--- src/rtl/i2cq_pkg.sv ---
package i2cq_pkg;
  typedef struct packed {
    logic       restart;
    logic       stop;
    logic       rd;
    logic [7:0] data;
  } i2cq_cmd_t;

  localparam int ABW          = 3;
  localparam int AB_ADDR_NACK = 0;
  localparam int AB_DATA_NACK = 1;
  localparam int AB_RESERVED  = 2;

  typedef enum logic [2:0] {
    S_IDLE, S_START, S_ADDR, S_XFER, S_RSTART, S_STOP, S_HOLD
  } i2cq_state_t;

  function automatic logic addr_reserved(input logic [6:0] a);
    return (a[6:3] == 4'h0) || (a[6:3] == 4'hF);
  endfunction
endpackage

--- src/rtl/i2cq_fifo.sv ---
module i2cq_fifo #(
  parameter int WIDTH = 8,
  parameter int DEPTH = 16,
  localparam int AW = (DEPTH > 1) ? $clog2(DEPTH) : 1,
  localparam int LW = $clog2(DEPTH + 1)
) (
  input  logic             clk,
  input  logic             rst,
  input  logic             flush,
  input  logic             push,
  input  logic [WIDTH-1:0] wdata,
  input  logic             pop,
  output logic [WIDTH-1:0] rdata,
  output logic [LW-1:0]    level,
  output logic             full,
  output logic             empty
);
  logic [WIDTH-1:0] mem [DEPTH];
  logic [AW-1:0] wp, rp;
  logic push_ok, pop_ok;

  function automatic logic [AW-1:0] nxt(input logic [AW-1:0] p);
    return (p == AW'(DEPTH - 1)) ? '0 : p + 1'b1;
  endfunction

  assign full    = (level == LW'(DEPTH));
  assign empty   = (level == '0);
  assign push_ok = push && !full;
  assign pop_ok  = pop && !empty;
  assign rdata   = mem[rp];

  always_ff @(posedge clk) begin
    if (push_ok && !flush) mem[wp] <= wdata;
  end

  always_ff @(posedge clk) begin
    if (rst || flush) begin
      wp    <= '0;
      rp    <= '0;
      level <= '0;
    end else begin
      if (push_ok) wp <= nxt(wp);
      if (pop_ok)  rp <= nxt(rp);
      case ({push_ok, pop_ok})
        2'b10:   level <= level + 1'b1;
        2'b01:   level <= level - 1'b1;
        default: level <= level;
      endcase
    end
  end
endmodule

--- src/rtl/i2cq_qtick.sv ---
module i2cq_qtick #(
  parameter int QTR = 125,
  localparam int CW = $clog2(QTR)
) (
  input  logic clk,
  input  logic rst,
  input  logic run,
  output logic tick
);
  logic [CW-1:0] cnt;
  logic          at_end;

  assign at_end = (cnt == CW'(QTR - 1));
  assign tick   = run && at_end;

  always_ff @(posedge clk) begin
    if (rst || !run)  cnt <= '0;
    else if (at_end)  cnt <= '0;
    else              cnt <= cnt + 1'b1;
  end
endmodule

--- src/rtl/i2cq_engine.sv ---
module i2cq_engine
  import i2cq_pkg::*;
(
  input  logic           clk,
  input  logic           rst,
  input  logic           enable,
  input  logic           blocked,
  input  logic [6:0]     tar,
  input  logic           cmd_empty,
  input  i2cq_cmd_t      cmd_head,
  output logic           cmd_pop,
  input  logic           tick,
  output logic           run,
  input  logic           sda_in,
  output logic           rx_push,
  output logic [7:0]     rx_byte,
  output logic           busy,
  output logic           abort_now,
  output logic [ABW-1:0] abort_code,
  output logic           stop_done,
  output logic           scl_low,
  output logic           sda_low
);
  i2cq_state_t state;
  logic [1:0]  q;
  logic [3:0]  bitn;
  logic [7:0]  sh;
  logic [7:0]  cur_data;
  logic        cur_rd, cur_stop, dir, nack;

  logic start_ok, hold_go, resv, byte_end, addr_nack, data_nack, wr_mode, ack_mode;
  logic last_bit;

  assign resv     = addr_reserved(tar);
  assign start_ok = (state == S_IDLE) && enable && !cmd_empty && !blocked;
  assign hold_go  = (state == S_HOLD) && !cmd_empty;
  assign cmd_pop  = start_ok || hold_go;
  assign last_bit = (bitn == 4'd8);
  assign byte_end = tick && (q == 2'd3) && last_bit &&
                    ((state == S_ADDR) || (state == S_XFER));
  assign addr_nack = byte_end && (state == S_ADDR) && nack;
  assign data_nack = byte_end && (state == S_XFER) && !cur_rd && nack;
  assign abort_now = (start_ok && resv) || addr_nack || data_nack;
  assign wr_mode   = (state == S_ADDR) || !cur_rd;
  assign ack_mode  = (state == S_XFER) && cur_rd;

  always_comb begin
    abort_code = '0;
    if (start_ok && resv) abort_code[AB_RESERVED]  = 1'b1;
    else if (addr_nack)   abort_code[AB_ADDR_NACK] = 1'b1;
    else if (data_nack)   abort_code[AB_DATA_NACK] = 1'b1;
  end

  assign rx_push   = byte_end && (state == S_XFER) && cur_rd;
  assign rx_byte   = sh;
  assign stop_done = tick && (q == 2'd3) && (state == S_STOP);
  assign run       = (state != S_IDLE) && (state != S_HOLD);

  always_ff @(posedge clk) begin
    if (rst) begin
      state    <= S_IDLE;
      q        <= '0;
      bitn     <= '0;
      sh       <= '0;
      cur_data <= '0;
      cur_rd   <= 1'b0;
      cur_stop <= 1'b0;
      dir      <= 1'b0;
      nack     <= 1'b0;
      busy     <= 1'b0;
      scl_low  <= 1'b0;
      sda_low  <= 1'b0;
    end else begin
      if (tick) q <= q + 1'b1;
      case (state)
        S_IDLE: begin
          if (start_ok && !resv) begin
            state    <= S_START;
            dir      <= cmd_head.rd;
            cur_rd   <= cmd_head.rd;
            cur_stop <= cmd_head.stop;
            cur_data <= cmd_head.data;
            busy     <= 1'b1;
          end
        end
        S_HOLD: begin
          if (hold_go) begin
            cur_rd   <= cmd_head.rd;
            cur_stop <= cmd_head.stop;
            cur_data <= cmd_head.data;
            busy     <= 1'b1;
            if (cmd_head.restart || (cmd_head.rd != dir)) begin
              dir   <= cmd_head.rd;
              state <= S_RSTART;
            end else begin
              state <= S_XFER;
              bitn  <= '0;
              sh    <= cmd_head.data;
            end
          end
        end
        S_START: if (tick) begin
          case (q)
            2'd0: sda_low <= 1'b1;
            2'd2: scl_low <= 1'b1;
            2'd3: begin
              state <= S_ADDR;
              bitn  <= '0;
              sh    <= {tar, dir};
            end
            default: ;
          endcase
        end
        S_RSTART: if (tick) begin
          case (q)
            2'd0: sda_low <= 1'b0;
            2'd1: scl_low <= 1'b0;
            2'd2: sda_low <= 1'b1;
            default: begin
              scl_low <= 1'b1;
              state   <= S_ADDR;
              bitn    <= '0;
              sh      <= {tar, dir};
            end
          endcase
        end
        S_ADDR, S_XFER: if (tick) begin
          case (q)
            2'd0: begin
              if (!last_bit) sda_low <= wr_mode ? ~sh[7] : 1'b0;
              else           sda_low <= ack_mode ? ~cur_stop : 1'b0;
            end
            2'd1: scl_low <= 1'b0;
            2'd2: begin
              if (!last_bit) sh   <= {sh[6:0], sda_in};
              else           nack <= sda_in;
            end
            default: begin
              scl_low <= 1'b1;
              if (!last_bit) begin
                bitn <= bitn + 1'b1;
              end else if (state == S_ADDR) begin
                if (nack) begin
                  busy  <= 1'b0;
                  state <= S_STOP;
                end else begin
                  state <= S_XFER;
                  bitn  <= '0;
                  sh    <= cur_data;
                end
              end else begin
                busy <= 1'b0;
                if (data_nack || cur_stop) state <= S_STOP;
                else                       state <= S_HOLD;
              end
            end
          endcase
        end
        S_STOP: if (tick) begin
          case (q)
            2'd0: sda_low <= 1'b1;
            2'd1: scl_low <= 1'b0;
            2'd2: sda_low <= 1'b0;
            default: state <= S_IDLE;
          endcase
        end
        default: state <= S_IDLE;
      endcase
    end
  end
endmodule

--- src/rtl/i2cq_master.sv ---
module i2cq_master
  import i2cq_pkg::*;
#(
  parameter int CMD_DEPTH  = 16,
  parameter int RX_DEPTH   = 16,
  parameter int QTR_CYCLES = 125,
  localparam int CMD_LW = $clog2(CMD_DEPTH + 1),
  localparam int RX_LW  = $clog2(RX_DEPTH + 1)
) (
  input  logic              clk,
  input  logic              rst,
  input  logic              enable_i,
  input  logic [6:0]        tar_i,
  input  logic              cmd_push_i,
  input  logic [7:0]        cmd_data_i,
  input  logic              cmd_rd_i,
  input  logic              cmd_stop_i,
  input  logic              cmd_restart_i,
  output logic [CMD_LW-1:0] cmd_level_o,
  output logic              cmd_full_o,
  input  logic              rx_pop_i,
  output logic [7:0]        rx_data_o,
  output logic [RX_LW-1:0]  rx_level_o,
  output logic              tx_empty_o,
  output logic              stop_det_o,
  input  logic              clr_stop_i,
  output logic [ABW-1:0]    abort_src_o,
  input  logic              clr_abort_i,
  output logic              scl_oe_o,
  output logic              sda_oe_o,
  input  logic              sda_i
);
  localparam int CW = $bits(i2cq_cmd_t);

  i2cq_cmd_t      push_entry, head;
  logic           cmd_empty, cmd_pop, rx_empty, rx_full;
  logic           tick, run, rx_push, busy, abort_now, stop_done;
  logic [7:0]     rx_byte;
  logic [ABW-1:0] abort_code;
  logic [6:0]     tar_q;
  logic           blocked;

  assign blocked    = |abort_src_o;
  assign push_entry = '{restart: cmd_restart_i, stop: cmd_stop_i,
                        rd: cmd_rd_i, data: cmd_data_i};

  always_ff @(posedge clk) begin
    if (rst)            tar_q <= '0;
    else if (!enable_i) tar_q <= tar_i;
  end

  i2cq_fifo #(.WIDTH(CW), .DEPTH(CMD_DEPTH)) u_cmd_fifo (
    .clk(clk), .rst(rst), .flush(abort_now),
    .push(cmd_push_i && !blocked), .wdata(push_entry),
    .pop(cmd_pop), .rdata(head),
    .level(cmd_level_o), .full(cmd_full_o), .empty(cmd_empty)
  );

  i2cq_fifo #(.WIDTH(8), .DEPTH(RX_DEPTH)) u_rx_fifo (
    .clk(clk), .rst(rst), .flush(abort_now),
    .push(rx_push), .wdata(rx_byte),
    .pop(rx_pop_i), .rdata(rx_data_o),
    .level(rx_level_o), .full(rx_full), .empty(rx_empty)
  );

  i2cq_qtick #(.QTR(QTR_CYCLES)) u_qtick (
    .clk(clk), .rst(rst), .run(run), .tick(tick)
  );

  i2cq_engine u_engine (
    .clk(clk), .rst(rst), .enable(enable_i), .blocked(blocked),
    .tar(tar_q), .cmd_empty(cmd_empty), .cmd_head(head), .cmd_pop(cmd_pop),
    .tick(tick), .run(run), .sda_in(sda_i),
    .rx_push(rx_push), .rx_byte(rx_byte), .busy(busy),
    .abort_now(abort_now), .abort_code(abort_code), .stop_done(stop_done),
    .scl_low(scl_oe_o), .sda_low(sda_oe_o)
  );

  assign tx_empty_o = cmd_empty && !busy;

  always_ff @(posedge clk) begin
    if (rst) begin
      abort_src_o <= '0;
      stop_det_o  <= 1'b0;
    end else begin
      if (abort_now)        abort_src_o <= abort_src_o | abort_code;
      else if (clr_abort_i) abort_src_o <= '0;
      if (stop_done)        stop_det_o <= 1'b1;
      else if (clr_stop_i)  stop_det_o <= 1'b0;
    end
  end

  logic unused_ok;
  assign unused_ok = rx_empty ^ rx_full;
endmodule

--- config.mk ---
export PLATFORM = sky130hd
export DESIGN_NAME = i2cq_master
export DESIGN_NICKNAME = d
export VERILOG_FILES = /design/src/rtl/i2cq_pkg.sv /design/src/rtl/i2cq_fifo.sv /design/src/rtl/i2cq_qtick.sv /design/src/rtl/i2cq_engine.sv /design/src/rtl/i2cq_master.sv
export SDC_FILE = /design/constraint.sdc
export NUM_CORES = 1
export LEC_CHECK = 0
export BUFFER_PORTS_ARGS = -buffer_cell sky130_fd_sc_hd__buf_2
export CELL_PAD_IN_SITES_DETAIL_PLACEMENT = 1
export CELL_PAD_IN_SITES_GLOBAL_PLACEMENT = 2
export CORE_MARGIN = 2
export CORE_UTILIZATION = 40
export CTS_CLUSTER_DIAMETER = 50
export DETAILED_ROUTE_END_ITERATION = 16
export HOLD_SLACK_MARGIN = 0.05
export PLACE_DENSITY_LB_ADDON = 0.1
export SETUP_SLACK_MARGIN = 0.05
export SLEW_MARGIN = 20
export SYNTH_ARGS = -nofsm -noshare
export SYNTH_HDL_FRONTEND = slang
export SYNTH_SLANG_ARGS = --single-unit
--- constraint.sdc ---
create_clock -name clk -period 8.9 [get_ports clk]
set_clock_uncertainty 0.15 [all_clocks]
set_input_delay 2.67 -clock clk [delete_from_list [all_inputs] [get_ports clk]]
set_output_delay 2.67 -clock clk [all_outputs]
set_load 0.1 [all_outputs]
======== After elaboration in Yosys (flattened, before gate mapping) ========
Memories as Yosys holds them, arrays and structs flattened. A register that Yosys moved wholly into a read port is not among the register bits.
Cells that the tools add are included.
storage, ports and cells
  logic and storage cells ................. 272
  register bits ........................... 76
  memories ................................ 2
  input port bits ......................... 26
  bits in writable memories ............... 304
operators by class
  mux-type cells .......................... 103
  bitwise operators ....................... 3
  $add $sub $neg .......................... 11
  equality and inequality tests ........... 53
  reductions and logical operators ........ 78
memories
  name            words  width  read ports  clocked after memory_dff  write ports  RTL line         RTL
  u_cmd_fifo.mem  16     11     1           1                         1            i2cq_fifo.sv:18  logic [WIDTH-1:0] mem [DEPTH];
  u_rx_fifo.mem   16     8      1           1                         1            i2cq_fifo.sv:18
operators with widths
  cell                   number
  $mux W8                13
  $mux W4                19
  $mux W3                16
  $mux W1                37
  $pmux W8 S2            2
  $pmux W8 S4            1
  $logic_and A1 B1 Y1    27
  $eq A4 B4 Y1 const B   6
  $ne A2 B1 Y1 const B   11
  $reduce_and A11 Y1     2
  $add A4 B1 Y4 const B  5
  $pmux W5 S2            2
  $ne A2 B2 Y1 const B   9
  $ne A3 B3 Y1 const B   6
  $pmux W3 S6            1
  $pmux W4 S4            1
  $reduce_and A7 Y1      2
  $reduce_and A13 Y1     1
  $pmux W1 S2            6
  $add A5 B1 Y5 const B  2
  $eq A5 B5 Y1 const B   2
  $logic_not A1 Y1       10
  $logic_not A5 Y1       2
  $logic_or A1 B1 Y1     10
  other kinds (28)       55

======== Logic depth before layout (Yosys ltp) ========
  depth after elaboration ................. 16
  gate-level depth with buffers ........... 17
  depth with buffers taken out ............ 15

======== Cells and area by module ========
Synthesis repeated with hierarchy kept, for this count alone.
second synthesis, totals
  cell total of the unflattened synthesis .. 1043
  area, all modules ....................... 16250.6 um^2
modules (own cells, without submodules)
  module                  seq. area each (um^2)  area each (um^2)  cells each  instances
  i2cq_fifo (u_cmd_fifo)  5625.4                 7594.8            389         1
  i2cq_fifo (u_rx_fifo)   4184.0                 5810.6            316         1
  i2cq_engine             640.6                  2094.5            257         1
  i2cq_master             220.2                  427.9             44          1
  i2cq_qtick              140.1                  322.8             37          1

======== Worst setup path before layout ========
OpenSTA, ideal clock, no wires.
  path type ............................... flip-flop to output port
  start ................................... register u_cmd_fifo.level[0]
  end ..................................... output tx_empty_o
  slack ................................... 3.222 ns
  data arrival time ....................... 2.858 ns
  buffers on the path ..................... 1
  cell stages (with the launch flop) ...... 5
  data required time ...................... 6.080 ns
  cell sequence ........................... dfxtp_1 > nor4_1 > nor2b_1 > clkbuf_1 > nor2b_1
on the way
  word-level cells in the longest chain between the ends .. 2
ends and longest elaborated chain
  item                    RTL line           RTL
  start, declared         i2cq_fifo.sv:14    output logic [LW-1:0] level,
  start signal, assigned  i2cq_fifo.sv:45    2'b10: level <= level + 1'b1;
  start signal, assigned  i2cq_fifo.sv:46    2'b01: level <= level - 1'b1;
  start signal, assigned  i2cq_fifo.sv:47    default: level <= level;
  $logic_not A5 Y1        i2cq_fifo.sv:27    assign empty = (level == '0);
  $logic_and A1 B1 Y1     i2cq_master.sv:79  assign tx_empty_o = cmd_empty && !busy;
  end, declared           i2cq_master.sv:24  output logic tx_empty_o,
Every way passes these cells.

==> results_dict.tcl <==
set metrics [dict create \
    status "finished clean" \
    fmax_mhz 177 \
    synth_cell_types 71 \
    remaining_drc_errors 0 \
    antenna_cells 0 \
    timing.hold.ws_ns 0.303 \
    cts_root_buf "clkbuf_16" \
    core-area_sq_um 39900 \
    grt_pass1_wl_microns 57500 \
    end_kind "primary output" \
    multiInputGateArea_sq_um 5140 \
    slew_viol_final 0 \
    cts_setup_buffers 0 \
    ys.flop_type "edfxtp_1" \
    start_kind "flop" \
    leakagePower_nw 6.16 \
    clock_sinks 388 \
    drtAntennaViolNets 0 \
    final_nets 1153 \
    synthArstFlopShare 0 \
    synth_area_leader_cell "edfxtp_1" \
    syn_to_final_growth_pct 16.0 \
    grt_util_all_layers 0.182 \
    dr.pass1.iters 5 \
    cts_buffer_depth 3 \
    initial_core_util 0.407 \
    numPortBuffers 51 \
    rsz0062_at_grt "false" \
    wl_microns 36800 \
    ys_seq_area_frac 0.666 \
    post_cts_resized 0 \
    worst-setup-path-type "reg -> out" \
    vias_per_cell 5.34 \
    dieArea_sq_um 42200 \
    fp.dieH_microns 206 \
    drive_gt1_frac 0.247 \
    synth_nets 1081 \
    cp.required_ns 6.08 \
    drtIter0Drc 419 \
    antenna_found_initial 0 \
    wl_per_cell_microns 22.1 \
    ios 52 \
    synth-seq-cells 388 \
    grt_overflow 0 \
    nFillCells 3836 \
    synth.top_cell.area_share 0.562 \
    grt_max_degree 49 \
    grt_pass1_vias 9416 \
    gp_congestion 0.757 \
    power_density_nw_per_um2 260 \
    fp.dieW_microns 206 \
    dp_hpwl_microns 23900 \
    crit_arrival_ns 2.84 \
    num_vias 8878 \
    syn_area_per_cell_sq_um 15.8 \
    ir_worst_vdd_mv 0.172 \
    synth_common_cells "edfxtp_1, nor2_1, dfxtp_1, mux4_2, nand2_1" \
    htree_levels 2 \
    finalHoldViolCount 0 \
    setup_violations 0 \
    yosys_warnings 0 \
    synth_edf_count 304 \
    tns_ns 0 \
    worstPathMaxFanout 32 \
    hold_path_class "reg -> reg" \
    synth_area_sq_um 16200 \
    drv_cap 0 \
    num_rows 73 \
    cts_tree "yes" \
    cts_made_buffers 48 \
    min_period_ns 5.66 \
    ff_latch_area_sq_um 10800 \
    clk_latency_ns 0.57 \
    synth.area.top_cells "edfxtp_1, mux4_2, dfxtp_1, mux2i_1, ha_1" \
    clk_pin_slew_ns 0.06 \
    postCtsHoldBufs 0 \
    worst_pin_slew_ns 0.966 \
    syn_inst 1027 \
    synth_most_common_cell "edfxtp_1" \
    fin_crit_sh 0.636 \
    relSlewSlack 0.355 \
]
-- power by group --
part,total [mW],internal [mW],switching [mW]
clock network,2.02,1.24,0.773
logic,0.824,0.295,0.529
registers,2.05,2.01,0.0410
total,4.89,3.55,1.34
-- logic make-up after synthesis --
kind of cell,Yosys count,synth area share
multiplexers,149,0.159
XOR/XNOR,22,0.0119
flip-flops,388,0.666
AND/OR/NAND/NOR,233,0.0679
buffers and inverters,80,0.0204
AO/OA/AOI/OAI,127,0.0537
adder cells (fa/ha/maj),28,0.0220
-- metrics by stage --
| stage | utilization | cells | setup slack, ns | instance area, sq um | total power, mW |
|---|---|---|---|---|---|
| finish | 0.472 | 1663 | 3.24 | 18800 | 4.89 |
| global placement | 0.430 | 1574 | 3.03 | 17200 | 2.92 |
| CTS | 0.472 | 1663 | 3.15 | 18800 | 4.97 |
| global route | 0.472 | 1663 | 3.05 | 18800 | 5.12 |
| floorplan | - | 1027 | 3.22 | 16200 | 2.72 |
| detailed placement | 0.430 | 1574 | 3.01 | 17200 | 2.93 |
-- metal layers --
layer	share of wire	global-route usage	up-vias	wire, microns
li1	-	-	4145	-
met1	0.44	0.235	4562	16000
met2	0.51	0.318	129	18800
met3	0.039	0.0350	42	1420
met4	0.015	0.0419	0	569
met5	0	0	-	0
-- area by class of cell --
cell class              instances  area share
multi-input cells             559       0.273
inverters                      25     0.00498
repair buffers                 77      0.0239
clock inverters                31      0.0192
flip-flops and latches        388       0.574
well taps                     525      0.0349
clock buffers                  58      0.0702
-- sequential cells by signal, summed over array words and instances, names as in the netlist, 2 cells and up, named ones only --
| register | flops |
|---|---|
| u_cmd_fifo.level | 5 |
| u_cmd_fifo.mem | 176 |
| u_rx_fifo.level | 5 |
| tar_q | 7 |
| u_engine.state | 3 |
| u_cmd_fifo.rp | 4 |
| u_cmd_fifo.wp | 4 |
| u_rx_fifo.rp | 4 |
| abort_src_o | 3 |
| u_rx_fifo.wp | 4 |
| u_engine.q | 2 |
| u_engine.cur_data | 8 |
| u_engine.bitn | 4 |
| u_engine.rx_byte | 8 |
| u_qtick.cnt | 7 |
| u_rx_fifo.mem | 128 |
-- worst max-delay path: stages (launching register included) --
cell and delay (ns):
dfxtp_2 0.31, buf_4 0.51, mux4_2 0.63, mux4_2 0.48
buf_2 0.30
-- cell usage in the layout, fill, tap and decap left out, drive strengths merged, types with 6 or more instances in the layout --
master / count
a21oi: 45
nand3: 9
o21ai: 17
mux4: 83
a211oi: 11
buf: 77
xnor2: 10
clkinvlp: 6
nor2: 85
dfxtp: 84
edfxtp: 304
o22ai: 9
nor3: 21
bufinv: 6
nor2b: 7
nand2: 61
a31oi: 10
inv: 30
nand2b: 12
clkinv: 14
clkbuf: 58
a221oi: 7
mux2i: 47
xor2: 12
mux2: 19
ha: 27
or3: 8
-- path summary, 6_finish.rpt --
check / startpoint / end / slack [ns] / cells past startpoint
worst max-delay path: flop / rx_data_o[3] / 3.24 / 4
worst min-delay path: u_engine.cur_data[3]$_SDFFE_PP0P_ / u_engine.cur_data[3]$_SDFFE_PP0P_ / 0.30 / 2
worst max register to register: u_qtick.cnt[0]$_SDFF_PP0_ / u_rx_fifo.level[4]$_SDFFE_PP0P_ / 4.69 / 15
worst min register to register: u_engine.cur_data[3]$_SDFFE_PP0P_ / u_engine.cur_data[3]$_SDFFE_PP0P_ / 0.30 / 2
(Power assumes the default switching activity.)
